## src/rtl/bus_cmp_events.sv

```systemverilog
module bus_cmp_events #(
  parameter int NCH   = 4,
  parameter int W     = 32,
  parameter int DEPTH = 4,
  localparam int SW   = (DEPTH > 1) ? $clog2(DEPTH) : 1,
  localparam int NGRP = 4
) (
  input  logic                clk,
  input  logic                rst_n,
  input  logic [W-1:0]        prog_addr,
  input  logic                fetch_vld,
  input  logic [W-1:0]        rd_addr,
  input  logic                rd_vld,
  input  logic [W-1:0]        wr_addr,
  input  logic [W-1:0]        wr_data,
  input  logic                wr_vld,
  input  logic [W-1:0]        vpc,
  input  logic                vpc_vld,
  input  logic [NCH*3-1:0]    ch_src,
  input  logic [NCH*2-1:0]    ch_mode,
  input  logic [NCH*W-1:0]    ch_ref,
  input  logic [NCH*W-1:0]    ch_dc,
  input  logic [SW-1:0]       fetch_slot,
  input  logic                dec2_go,
  input  logic [SW-1:0]       dec2_slot,
  input  logic                flush,
  input  logic                dbg_attached,
  input  logic                int_boundary,
  input  logic [NGRP*NCH-1:0] and_sel,
  input  logic [NGRP*NCH-1:0] or_sel,
  input  logic [2*NGRP-1:0]   evt_to_rti,
  output logic [NCH-1:0]      match_q,
  output logic [NGRP-1:0]     and_evt,
  output logic [NGRP-1:0]     or_evt,
  output logic                halt_req,
  output logic                rti_req
);
  localparam logic [1:0] M_BP = 2'd0, M_WP = 2'd1, M_TR = 2'd2, M_RTI = 2'd3;

  logic [NCH-1:0] hit, is_bp, is_wp, is_tr, is_rti;
  logic [NGRP-1:0] and_now, or_now;
  logic [DEPTH-1:0] bp_tag, tr_tag;
  logic wp_pend;

  for (genvar i = 0; i < NCH; i++) begin : g_ch
    logic [W-1:0] bus;
    logic         vld;
    always_comb begin
      bus = '0;
      vld = 1'b0;
      case (ch_src[i*3 +: 3])
        3'd0: begin bus = prog_addr; vld = fetch_vld; end
        3'd1: begin bus = rd_addr;   vld = rd_vld;    end
        3'd2: begin bus = wr_addr;   vld = wr_vld;    end
        3'd3: begin bus = wr_data;   vld = wr_vld;    end
        3'd4: begin bus = vpc;       vld = vpc_vld;   end
        default: ;
      endcase
    end
    assign hit[i]    = vld && (((bus ^ ch_ref[i*W +: W]) & ~ch_dc[i*W +: W]) == '0);
    assign is_bp[i]  = ch_mode[i*2 +: 2] == M_BP;
    assign is_wp[i]  = ch_mode[i*2 +: 2] == M_WP;
    assign is_tr[i]  = ch_mode[i*2 +: 2] == M_TR;
    assign is_rti[i] = ch_mode[i*2 +: 2] == M_RTI;
  end

  for (genvar k = 0; k < NGRP; k++) begin : g_grp
    logic [NCH-1:0] am, om;
    assign am = and_sel[k*NCH +: NCH];
    assign om = or_sel[k*NCH +: NCH];
    assign and_now[k] = (|am) && ((hit & am) == am);
    assign or_now[k]  = |(hit & om);
  end

  wire bp_new  = fetch_vld && |(hit & is_bp);
  wire tr_new  = fetch_vld && |(hit & is_tr);
  wire consume = dec2_go && !flush;
  wire bp_fire = consume && bp_tag[dec2_slot] && dbg_attached;
  wire tr_fire = consume && tr_tag[dec2_slot];
  wire wp_hit  = |(hit & is_wp);
  wire rti_hit = |(hit & is_rti);
  wire evt_rti = |({or_now, and_now} & evt_to_rti);

  always_ff @(posedge clk or negedge rst_n) begin
    if (!rst_n) begin
      bp_tag <= '0;
      tr_tag <= '0;
    end else if (flush) begin
      bp_tag <= '0;
      tr_tag <= '0;
    end else begin
      if (dec2_go) begin
        bp_tag[dec2_slot] <= 1'b0;
        tr_tag[dec2_slot] <= 1'b0;
      end
      if (fetch_vld) begin
        bp_tag[fetch_slot] <= bp_new;
        tr_tag[fetch_slot] <= tr_new;
      end
    end
  end

  always_ff @(posedge clk or negedge rst_n) begin
    if (!rst_n) begin
      wp_pend  <= 1'b0;
      halt_req <= 1'b0;
      rti_req  <= 1'b0;
      match_q  <= '0;
      and_evt  <= '0;
      or_evt   <= '0;
    end else begin
      wp_pend  <= (wp_pend && !int_boundary) || wp_hit;
      halt_req <= bp_fire || (wp_pend && int_boundary);
      rti_req  <= tr_fire || rti_hit || evt_rti;
      match_q  <= hit;
      and_evt  <= and_now;
      or_evt   <= or_now;
    end
  end
endmodule

```

## config.mk

```make
export PLATFORM = sky130hd
export DESIGN_NAME = bus_cmp_events
export DESIGN_NICKNAME = d
export VERILOG_FILES = /design/src/rtl/bus_cmp_events.sv
export SDC_FILE = /design/constraint.sdc
export NUM_CORES = 1
export LEC_CHECK = 0
export BUFFER_PORTS_ARGS = -buffer_cell sky130_fd_sc_hd__clkbuf_2
export CAP_MARGIN = 30
export CELL_PAD_IN_SITES_DETAIL_PLACEMENT = 0
export CELL_PAD_IN_SITES_GLOBAL_PLACEMENT = 1
export CORE_AREA = 4 4 192 194
export DETAILED_ROUTE_END_ITERATION = 10
export DIE_AREA = 0 0 196 198
export GPL_TIMING_DRIVEN = 0
export MAX_ROUTING_LAYER = met4
export PLACE_DENSITY = 0.78
export SYNTH_ARGS = -nofsm -noshare
export SYNTH_HDL_FRONTEND = slang
export SYNTH_SLANG_ARGS = --single-unit
```

## constraint.sdc

```tcl
create_clock -name clk -period 2.6 [get_ports clk]
set_clock_uncertainty 0.1 [all_clocks]
set_input_delay 0.52 -clock clk [delete_from_list [all_inputs] [get_ports clk]]
set_output_delay 0.52 -clock clk [all_outputs]
set_load 0.01 [all_outputs]
```

# == Word-level counts from Yosys, hierarchy flattened ==
# Index checks and enable logic that the tools add are counted.
# totals
ff_bits,23
out_inout_bits,14
# classes
order_cmp,4
n_eq_ne,32
muxes,26
bitwise,28
n_reduce_logical,53
# op_table
cell,count
32-bit one-hot mux with 5 select lines,4
32-bit bitwise AND,4
32-bit zero test,4
32-bit NOT,4
32-bit XOR,4
4-bit bitwise AND,14
4-bit OR reduction,12
4-bit 2-to-1 mux,8
3-bit by 2-bit == test with 1-bit output (second input constant),8
1-bit logical AND,18
2-bit == test (second input constant),8
4-bit == test,4
1-bit one-hot mux with 4 select lines,4
3-bit by 1-bit == test with 1-bit output (second input constant),4
3-bit == test (second input constant),4
3-bit zero test,4
8-bit bitwise AND,1
4-bit bitwise mux,2
2-bit by 1-bit == test with 1-bit output (second input constant),4
2-bit zero test,4
2-bit OR reduction,4
8-bit OR reduction,1
2-bit by 3-bit less-than comparator with 1-bit output (second input constant),2
1-bit binary-select mux with 2-bit select,2
6 further kinds,15

# == Logic depth before layout (Yosys ltp) ==
# Gate-level depths: netlist (run 1).
# logic_depth
ltp_word,12
ltp_mapped,15
mapped_depth_nobuf,12

# == Worst setup path before layout (run 1) ==
# Ideal clock, no wire load.
# synth_timing
path_type,input -> register
from,in ch_src[0]
to,reg rti_req
t_arrival_ns,2.897
path_slack_ns,-0.528
cell_stages,13
path_buffers,2
path_cell_list,buf_4 -> buf_2 -> mux2_2 -> a32oi_1 -> o21ai_0 -> xnor2_1 -> o2111ai_1 -> nor4_1 -> and2_1 -> and3_1 -> nor4b_2 -> o211ai_1 -> or3_1
# synth_via
elab_chain_len,12
word_cells_on_any_way,38
# synth_lines
element,line,source
"start, declared",19,"input logic [NCH*3-1:0] ch_src,"
"3-bit == test, or another cell as far along",51,case (ch_src[i*3 +: 3])
32-bit one-hot mux with 5 select lines,51,
32-bit XOR,60,assign hit[i] = vld && (((bus ^ ch_ref[i*W +: W]) & ~ch_dc[i*W +: W]) == '0);
32-bit bitwise AND,60,
32-bit zero test,60,
1-bit logical AND *,60,
4-bit bitwise AND,71,assign and_now[k] = (|am) && ((hit & am) == am);
4-bit == test,71,
1-bit logical AND,71,
8-bit bitwise AND,82,"wire evt_rti = |({or_now, and_now} & evt_to_rti);"
8-bit OR reduction,82,
1-bit logical OR *,114,rti_req <= tr_fire || rti_hit || evt_rti;
"end signal, assigned",114,
"end, declared",36,output logic rti_req
# Every way passes the cells marked *; elsewhere a longest branch is shown, timed or not.

# == Final worst setup path (run 1) ==
# layout_timing
from,in ch_src[7]
to,reg rti_req
# Same word-level chain as after synthesis.

==> impl_metrics.yaml, run 1 <==
status:
  outcome: "finished, violations left"
  violations: "setup timing"
routing:
  drc: 0
  vias_per_cell: 6.18
  wl_um: 71700
  drt_iter0_markers: 1575
  firstDrtPassIters: 6
  wl_per_cell_um: 33.1
  ant_nets: 0
  vias: 13400
finish:
  utilization: 0.423
  areaGrowthSynthToFinish_pct: 70.3
  drive_gt1_frac: 0.614
  final_nets: 2190
clock_tree:
  insertion_delay_ps: 250
  cts.sinks: 23
  cts_inserted_buffers: 3
  clkTransAtPathRegs_ps: 60
  clock_path_buffers: 2
  clockRootBuffer: "clkbuf_16"
  h-tree-depth: 1
  cts_tree: "yes"
floorplan:
  io-pin-count: 504
  row_count: 69
  coreArea_um2: 35200
  die_x_um: 196
  die_h_um: 198
  start_util: 0.249
  die_area_um2: 38800
sta:
  setup_viol: 22
  timing.hold.ws_ps: 160
  hold_viol: 0
  worst-slew-pin-transition_ps: 737
  period_minus_slack_ps: 3470
  setup_slack_ps: -867
  tns_ps: -11670
  rsz0062_at_grt: "yes"
  slew_violations: 0
  fmax_mhz: 288
  slew_headroom: 0.508
  fin_crit_sh: 1.33
synth:
  syn_area_per_cell_um2: 7.77
  syn-num-nets: 1617
  syn-cell-area_um2: 8760
  synth-edff-count: 0
  async_flop_share: 1.00
  synth_top_area_cell: "a22oi_1"
  yosys-top-cells-count: "214 x a22oi_1, 123 x mux2_2, 119 x o22ai_1, 73 x xnor2_1, 71 x nor2_1"
  synth_cells: 1127
  yosysMostFrequentCell: "a22oi_1"
  synth.top_cell.area_share: 0.183
  yosysUniqueCellTypes: 66
  ys_top_cells_by_area: "a22oi_1 18%, mux2_2 16%, o22ai_1 8.5%"
  ys_seq_area_frac: 0.0657
  synthFlopType: "dfrtp_1"
  ys_ff_latch: 23
  ys_warn_count: 0
worst_setup_path:
  required_ps: 2630
  critical_path.startpoint_type: "primary input"
  reg2reg_from: "tr_tag[3]"
  critPathCaptureType: "flip-flop"
  worst-endpoint-arrival_ps: 3500
  r2r_setup_slack_ps: 580
  timing.rr.end: "rti_req"
  crit_fanout: 10
  critPathKind: "in2reg"
  reg2reg_depth: 6
global_route:
  grt_pass1_vias: 13500
  grt_use_met3: 0.0701
  overflow: 0
  top_usage_layer: "met2"
  grt_pass1_wl_um: 95900
  grt_antenna_before_repair: 5
  grt_usage: 0.350
  grt_max_degree: 24
  grtUsageMet2: 0.546
  grtUsageMet1: 0.431
placed_design:
  portBuffers: 495
  dp_hpwl_um: 55600
  place_congestion: 1.05
power:
  p_seq_frac: 0.098
  power_frac_comb: 0.812
  p_per_area_nw_per_um2: 247
  p_total_mw: 3.69
  ir_drop_mv: 0.232
  internal-power_mw: 1.88
  p_switching_mw: 1.81
  p_leak_nw: 6.29
  switching_share: 0.490
  clkPwrFrac: 0.090
min_path:
  hold_path.class: "in2async"
job:
  drv_cap: 0
==> flip-flops by register name, indices dropped and copies added (netlist names) <==
| name | flops |
|---|---|
| and_evt | 4 |
| bp_tag | 4 |
| halt_req | 1 |
| match_q | 4 |
| or_evt | 4 |
| rti_req | 1 |
| tr_tag | 4 |
| wp_pend | 1 |
==> layout make-up <==
type / instances / area [µm²]
Inverter: 25 / 106
Fill cell: 3651 / 20300
Timing Repair Buffer: 568 / 3280
Antenna cell: 5 / 12.5
Tap cell: 461 / 577
Buffer: 103 / 1190
Multi-Input combinational cell: 976 / 9100
Sequential cell: 23 / 576
Clock buffer: 4 / 78.8
==> power by group through the flow <==
stage | logic (mW) | registers [mW] | clock network, mW
final | 2.99 | 0.361 | 0.334
after global routing | 3.09 | 0.361 | 0.353
after CTS | 2.70 | 0.361 | 0.336
after detailed placement | 2.30 | 0.368 | 0
after global placement | 2.29 | 0.368 | 0
after floorplan | 1.18 | 0.369 | 0
==> how the worst max path moves through the flow <==
| stage | start | endpoint | slack [ps] | depth (start not counted) |
|---|---|---|---|---|
| detailed placement | ch_src[7] | bp_tag[3] | -2410 | 13 |
| finish | ch_src[7] | rti_req | -870 | 15 |
| floorplan | ch_src[0] | rti_req | -400 | 13 |
| global route | ch_src[6] | rti_req | -890 | 16 |
| CTS | ch_src[7] | rti_req | -790 | 15 |
| global placement | ch_src[7] | bp_tag[3] | -2410 | 13 |
==> cell usage in the layout (no fill, tap or decap), types with 12 or more instances in the layout <==
cell and count:
buf_4 61, a21oi_1 13, o21ai_2 14, buf_8 18, o22ai_1 57, a32oi_1 23
a22oi_2 39, mux2_2 117, dfrtp_1 23, buf_6 47, clkbuf_2 502, nand2_1 22
o2111ai_2 12, inv_1 23, nor2b_1 50, a22oi_1 175, buf_12 25, xnor2_2 16
nor4_4 12, xnor2_1 57, mux2i_1 46, o22ai_2 54, nor2_1 64, o21ai_0 12
==> timing repair <==
item | 4_1_cts | 5_1_grt
gates cloned | 1 | 2
setup buffers | 53 | 17
endpoints found under the setup margin | 22 | 22
resized for setup | 302 | 175
pin swaps | 67 | 74
hold buffers | 0 | 0
==> layer usage <==
layer | vias up | wire (µm)
met3 | 259 | 8350
met2 | 1103 | 31900
met1 | 6330 | 26600
li1 | 5696 | -
met5 | - | 0
met4 | 0 | 4840
==> logic make-up (layout without fill, tap and decap cells) <==
family	count (synthesis)	in the layout	synth area share
compound gates	473	473	0.383
simple gates	235	235	0.154
mux	190	190	0.239
buf+inv	128	700	0.0799
xor+xnor	78	78	0.0780
flops	23	23	0.0657
other cells	0	5	0
==> worst max-delay path, cell delays in order <==
cell       delay [ps]
clkbuf_2          120
buf_4             260
buf_6             240
a22oi_2            90
o22ai_2           340
xnor2_2           120
o22ai_4           340
nor4_4             90
buf_4             170
and4_1            190
buf_6             130
o2bb2ai_1         120
a221oi_2          200
o221ai_1          150
or3_1             380
==> metrics by stage <==
step / std cells / instance area (µm²) / worst slack (ps)
2_1_floorplan: 1127 / 8930 / -405
3_3_place_gp: 2083 / 12000 / -2410
3_5_place_dp: 2083 / 12000 / -2410
4_1_cts: 2141 / 13900 / -792
5_1_grt: 2165 / 14900 / -890
6_report: 2165 / 14900 / -867
Note: power is estimated with default switching activity, not from simulation.
==> inputs of run 2 (changes only) <==
--- a/config.mk
+++ b/config.mk
@@ -12,9 +12,8 @@
 export CORE_AREA = 4 4 192 194
 export DETAILED_ROUTE_END_ITERATION = 10
 export DIE_AREA = 0 0 196 198
-export GPL_TIMING_DRIVEN = 0
 export MAX_ROUTING_LAYER = met4
-export PLACE_DENSITY = 0.78
+export PLACE_DENSITY_LB_ADDON = 0.25
 export SYNTH_ARGS = -nofsm -noshare
 export SYNTH_HDL_FRONTEND = slang
 export SYNTH_SLANG_ARGS = --single-unit
==> constraint.sdc (replaced) <==
create_clock -name clk -period 4.4 [get_ports clk]
set_clock_uncertainty 0.1 [all_clocks]
set_input_delay 0.88 -clock clk [delete_from_list [all_inputs] [get_ports clk]]
set_output_delay 0.88 -clock clk [all_outputs]
set_load 0.01 [all_outputs]
==> impl_metrics.yaml, run 2 (synthesis gave the netlist of run 1 again) <==
routing:
  drc: 0
  wl_per_cell_um: 27.5
  vias: 12100
  firstDrtPassIters: 6
  wl_um: 58000
  ant_nets: 0
  drt_iter0_markers: 1132
  vias_per_cell: 5.71
worst_setup_path:
  required_ps: 4480
  critPathCaptureType: "flip-flop"
  critPathKind: "in2reg"
  cpMostUsedCell: "buf_4"
  cp_slowest_cell: "nor4_2"
  crit_fanout: 18
  worst-endpoint-arrival_ps: 4270
  critical_path.startpoint_type: "primary input"
  cp_cell_sequence: "clkbuf_2 > buf_4 > nor2b_4 > buf_4 > a22oi_1 > o21ai_0 > mux2i_1 > o2111ai_1 > nor4_2 > buf_4 > nand3_2 > o311ai_2 > buf_4 > nand2_1 > a21oi_1"
  cpPeakStageDelay_ps: 440
power:
  p_per_area_nw_per_um2: 143
  p_leak_nw: 5.43
  p_total_mw: 1.80
  ir_drop_mv: 0.171
clock_tree:
  clockRootBuffer: "clkbuf_16"
  h-tree-depth: 1
  cts.sinks: 23
  cts_inserted_buffers: 3
  insertion_delay_ps: 250
  post_cts_buffers: 0
  clkTransAtPathRegs_ps: 60
  clock_path_buffers: 2
  cts_tree: "yes"
sta:
  period_minus_slack_ps: 4190
  fin_crit_sh: 0.953
  rsz0062_at_grt: "no"
  hold_viol: 0
  slew_headroom: 0.584
  slew_violations: 0
  fmax_mhz: 239
  setup_viol: 0
  worst-slew-pin-transition_ps: 618
global_route:
  overflow: 0
  grt_pass1_wl_um: 81500
  grt_antenna_before_repair: 7
  grt_usage: 0.286
  grt_pass1_vias: 12200
  grt_max_degree: 36
finish:
  areaGrowthSynthToFinish_pct: 43.3
  multiInputGateArea_um2: 7590
  final_nets: 2134
  fill_cells: 3835
  final_cell_mix: "502 x clkbuf_2, 214 x a22oi_1, 123 x mux2_2"
  regArea_um2: 576
  final_cells: 2111
  drive_gt1_frac: 0.474
  layout_commonest_cell: "clkbuf_2"
floorplan:
  die_h_um: 198
  die_area_um2: 38800
  row_count: 69
  io-pin-count: 504
  start_util: 0.249
  die_x_um: 196
  coreArea_um2: 35200
placed_design:
  dp_hpwl_um: 49200
  dp_cells: 2100
  place_congestion: 0.961
  portBuffers: 503
min_path:
  hold_path.class: "reg2reg"
job:
  drv_cap: 0
status:
  outcome: "completed"
## run 2: worst max-delay path, delay by kind of cell
| family | cells | cell delay, ps |
|---|---|---|
| multiplexers | 1 | 250 |
| AO/OA/AOI/OAI | 5 | 1230 |
| AND/OR/NAND/NOR | 4 | 840 |
| buffers and inverters | 5 | 1070 |
## run 2: what timing repair did
| item | in CTS | in global routing |
|---|---|---|
| hold buffers | 0 | 0 |
| gates resized for setup | 3 | 9 |
| pin swaps | 0 | 1 |
| endpoints found under the setup margin | 8 | 9 |
## run 2: path summary, 6_finish.rpt
path / cells past startpoint / from / slack, ps / end
worst min register to register: 2 / tr_tag[2] / 420 / tr_tag[2]
worst min-delay path: 2 / tr_tag[2] / 420 / tr_tag[2]
worst max-delay path: 15 / ch_src[0] / 210 / tr_tag[1]
min in group asynchronous: 1 / rst_n / 520 / and_evt[3]
worst max register to register: 6 / tr_tag[3] / 2180 / rti_req
max in group asynchronous: 1 / rst_n / 3290 / tr_tag[0]
## run 2: metrics by stage
step / worst slack, ps / util / hold slack [ps] / setup TNS (ps) / cell area [µm²]
global placement: -266 / 0.352 / 395 / -2260 / 12400
CTS: 53.5 / 0.355 / 419 / 0 / 12500
global route: 22.2 / 0.356 / 435 / 0 / 12600
floorplan: 912 / - / 366 / 0 / 8760
finish: 207 / 0.356 / 423 / 0 / 12600
detailed placement: -307 / 0.352 / 410 / -2410 / 12400
## run 2: cell type report
| class | instances | share of cell area |
|---|---|---|
| Tap cell | 461 | 0.0460 |
| Antenna cell | 7 | 0.00140 |
| Multi-Input combinational cell | 976 | 0.605 |
| Clock inverter | 1 | 0.000399 |
| Inverter | 25 | 0.00778 |
| Timing Repair Buffer | 615 | 0.288 |
| Clock buffer | 3 | 0.00598 |
| Sequential cell | 23 | 0.0459 |
## run 2: report_power, final
part / switching (mW) / total, mW / internal, mW
clock network: 0.0746 / 0.197 / 0.122
registers: 0.000418 / 0.213 / 0.213
logic: 0.760 / 1.39 / 0.628
total: 0.835 / 1.80 / 0.963
## run 2: layer usage
metal | share of wire | track usage | up-vias
met5 | 0 | - | -
met4 | 0.026 | 0.0657 | 0
met3 | 0.070 | 0.0383 | 51
met2 | 0.49 | 0.492 | 640
met1 | 0.41 | 0.359 | 5796
li1 | - | - | 5572
==> inputs of run 3 (changes only) <==
--- a/config.mk
+++ b/config.mk
@@ -9,9 +9,9 @@
 export CAP_MARGIN = 30
 export CELL_PAD_IN_SITES_DETAIL_PLACEMENT = 0
 export CELL_PAD_IN_SITES_GLOBAL_PLACEMENT = 1
-export CORE_AREA = 4 4 192 194
+export CORE_AREA = 4 4 193 195
 export DETAILED_ROUTE_END_ITERATION = 10
-export DIE_AREA = 0 0 196 198
+export DIE_AREA = 0 0 197 199
 export MAX_ROUTING_LAYER = met4
 export PLACE_DENSITY_LB_ADDON = 0.25
 export SYNTH_ARGS = -nofsm -noshare
==> constraint.sdc (replaced) <==
create_clock -name clk -period 3.82 [get_ports clk]
set_clock_uncertainty 0.1 [all_clocks]
set_input_delay 0.764 -clock clk [delete_from_list [all_inputs] [get_ports clk]]
set_output_delay 0.764 -clock clk [all_outputs]
set_load 0.01 [all_outputs]
==> impl_metrics.yaml, run 3 (synthesis gave the netlist of run 1 again) <==
worst_setup_path:
  critical_path.startpoint_type: "primary input"
  worst-endpoint-arrival_ps: 3840
  critPathKind: "in2reg"
  required_ps: 3900
  crit_fanout: 8
  cpMostUsedCell: "buf_4"
  critPathCaptureType: "flip-flop"
  cp_slowest_cell: "o21ai_0"
  setup.worst_path.start: "ch_src[2]"
  cp_cell_sequence: "clkbuf_2 > nor2b_4 > buf_4 > a22oi_1 > o21ai_0 > mux2i_1 > o2111ai_1 > nor4_4 > buf_4 > nand3_4 > o311ai_2 > buf_4 > nand2_1 > a21oi_2"
  reg2reg_from: "tr_tag[3]"
  cpPeakStageDelay_ps: 510
floorplan:
  die_h_um: 199
  die_x_um: 197
  row_count: 69
  io-pin-count: 504
  start_util: 0.247
  coreArea_um2: 35400
  die_area_um2: 39200
placed_design:
  dp_hpwl_um: 49300
  place_congestion: 0.949
  post_dp_cell_area_um2: 13400
  portBuffers: 503
clock_tree:
  insertion_delay_ps: 250
  clockRootBuffer: "clkbuf_16"
  cts_tree: "yes"
  clock_path_buffers: 2
  clkTransAtPathRegs_ps: 60
  cts_inserted_buffers: 3
  cts.sinks: 23
  hold_buffers: 0
  h-tree-depth: 1
routing:
  vias_per_cell: 5.58
  ant_nets: 0
  wl_um: 58400
  drt_iter0_markers: 1044
  wl_per_cell_um: 26.0
  vias: 12500
  firstDrtPassIters: 7
  drc: 0
global_route:
  grt_pass1_vias: 12500
  grt_antenna_before_repair: 5
  grt_usage: 0.281
  grt_max_degree: 24
  grt_pass1_wl_um: 81300
  overflow: 0
sta:
  period_minus_slack_ps: 3760
  slew_headroom: 0.576
  hold_viol: 0
  fmax_mhz: 266
  fin_crit_sh: 0.984
  tns_ps: 0
  setup_viol: 0
  worst-slew-pin-transition_ps: 630
  slew_violations: 0
  timing.hold.ws_ps: 397
finish:
  final_cell_mix: "499 x clkbuf_2, 210 x a22oi_1, 207 x buf_4"
  fill_cells: 3779
  drive_gt1_frac: 0.540
  layout_commonest_cell: "clkbuf_2"
  final_nets: 2269
  areaGrowthSynthToFinish_pct: 60.9
  fin_area_um2: 14100
power:
  p_leak_nw: 6.27
  p_per_area_nw_per_um2: 162
  p_total_mw: 2.28
  ir_drop_mv: 0.245
min_path:
  hold_path.class: "in2async"
job:
  drv_cap: 0
status:
  outcome: "completed"
-- run 3: cell types whose count changed in the layout (fill, tap and decap cells not counted), sizes merged --
cell / before / now
clkinvlp: 1 / 0
clkbuf: 505 / 504
buf: 113 / 249
diode: 7 / 5
inv: 24 / 25
-- run 3: area by class of cell --
cell class | instances | area, µm² | area share
diodes | 5 | 12.5 | 0.000888
clock buffers | 3 | 75.1 | 0.00533
clock inverters | 1 | 5.00 | 0.000355
inverters | 25 | 93.8 | 0.00666
multi-input cells | 976 | 7930 | 0.563
flip-flops and latches | 23 | 576 | 0.0409
well taps | 461 | 577 | 0.0409
repair buffers | 750 | 4820 | 0.342
-- run 3: power breakdown --
group | internal, mW | switching, mW | leakage [nW]
Combinational | 0.879 | 0.930 | 5.91
Clock | 0.141 | 0.0839 | 0.0409
Sequential | 0.245 | 0.000610 | 0.320
-- run 3: worst max-delay path: cells and delay by family --
| family | cells | cell delay [ps] |
|---|---|---|
| AO/OA/AOI/OAI | 5 | 1170 |
| buffers and inverters | 4 | 740 |
| multiplexers | 1 | 250 |
| AND/OR/NAND/NOR | 4 | 900 |
-- run 3: metal layers --
layer	routed length (µm)	track usage
met3	3960	0.0298
met5	0	-
met4	1130	0.0470
met1	24000	0.354
met2	29300	0.495
-- run 3: timing repair --
action                                  CTS  global route
gates resized for setup                  16            72
cloned                                    0             1
endpoints found under the setup margin   19            10
pin swaps                                 2            18
setup buffers                             1             8
-- run 3: worst paths after layout --
| path | endpoint | slack (ps) | cells after the start |
|---|---|---|---|
| setup reg to reg | rti_req | 1780 | 6 |
| hold / removal | and_evt[0] | 400 | 1 |
| max in group asynchronous | tr_tag[2] | 2840 | 1 |
| min in group clk | halt_req | 430 | 1 |
| setup / recovery | tr_tag[0] | 60 | 14 |
| hold reg to reg | halt_req | 430 | 1 |
-- run 3: stage by stage --
stage,worst slack [ps],utilization,cells
floorplan,448,-,1127
global placement,-886,0.380,2225
detailed placement,-967,0.380,2225
CTS,2.30,0.385,2230
global route,-101,0.398,2244
finish,62.8,0.398,2244
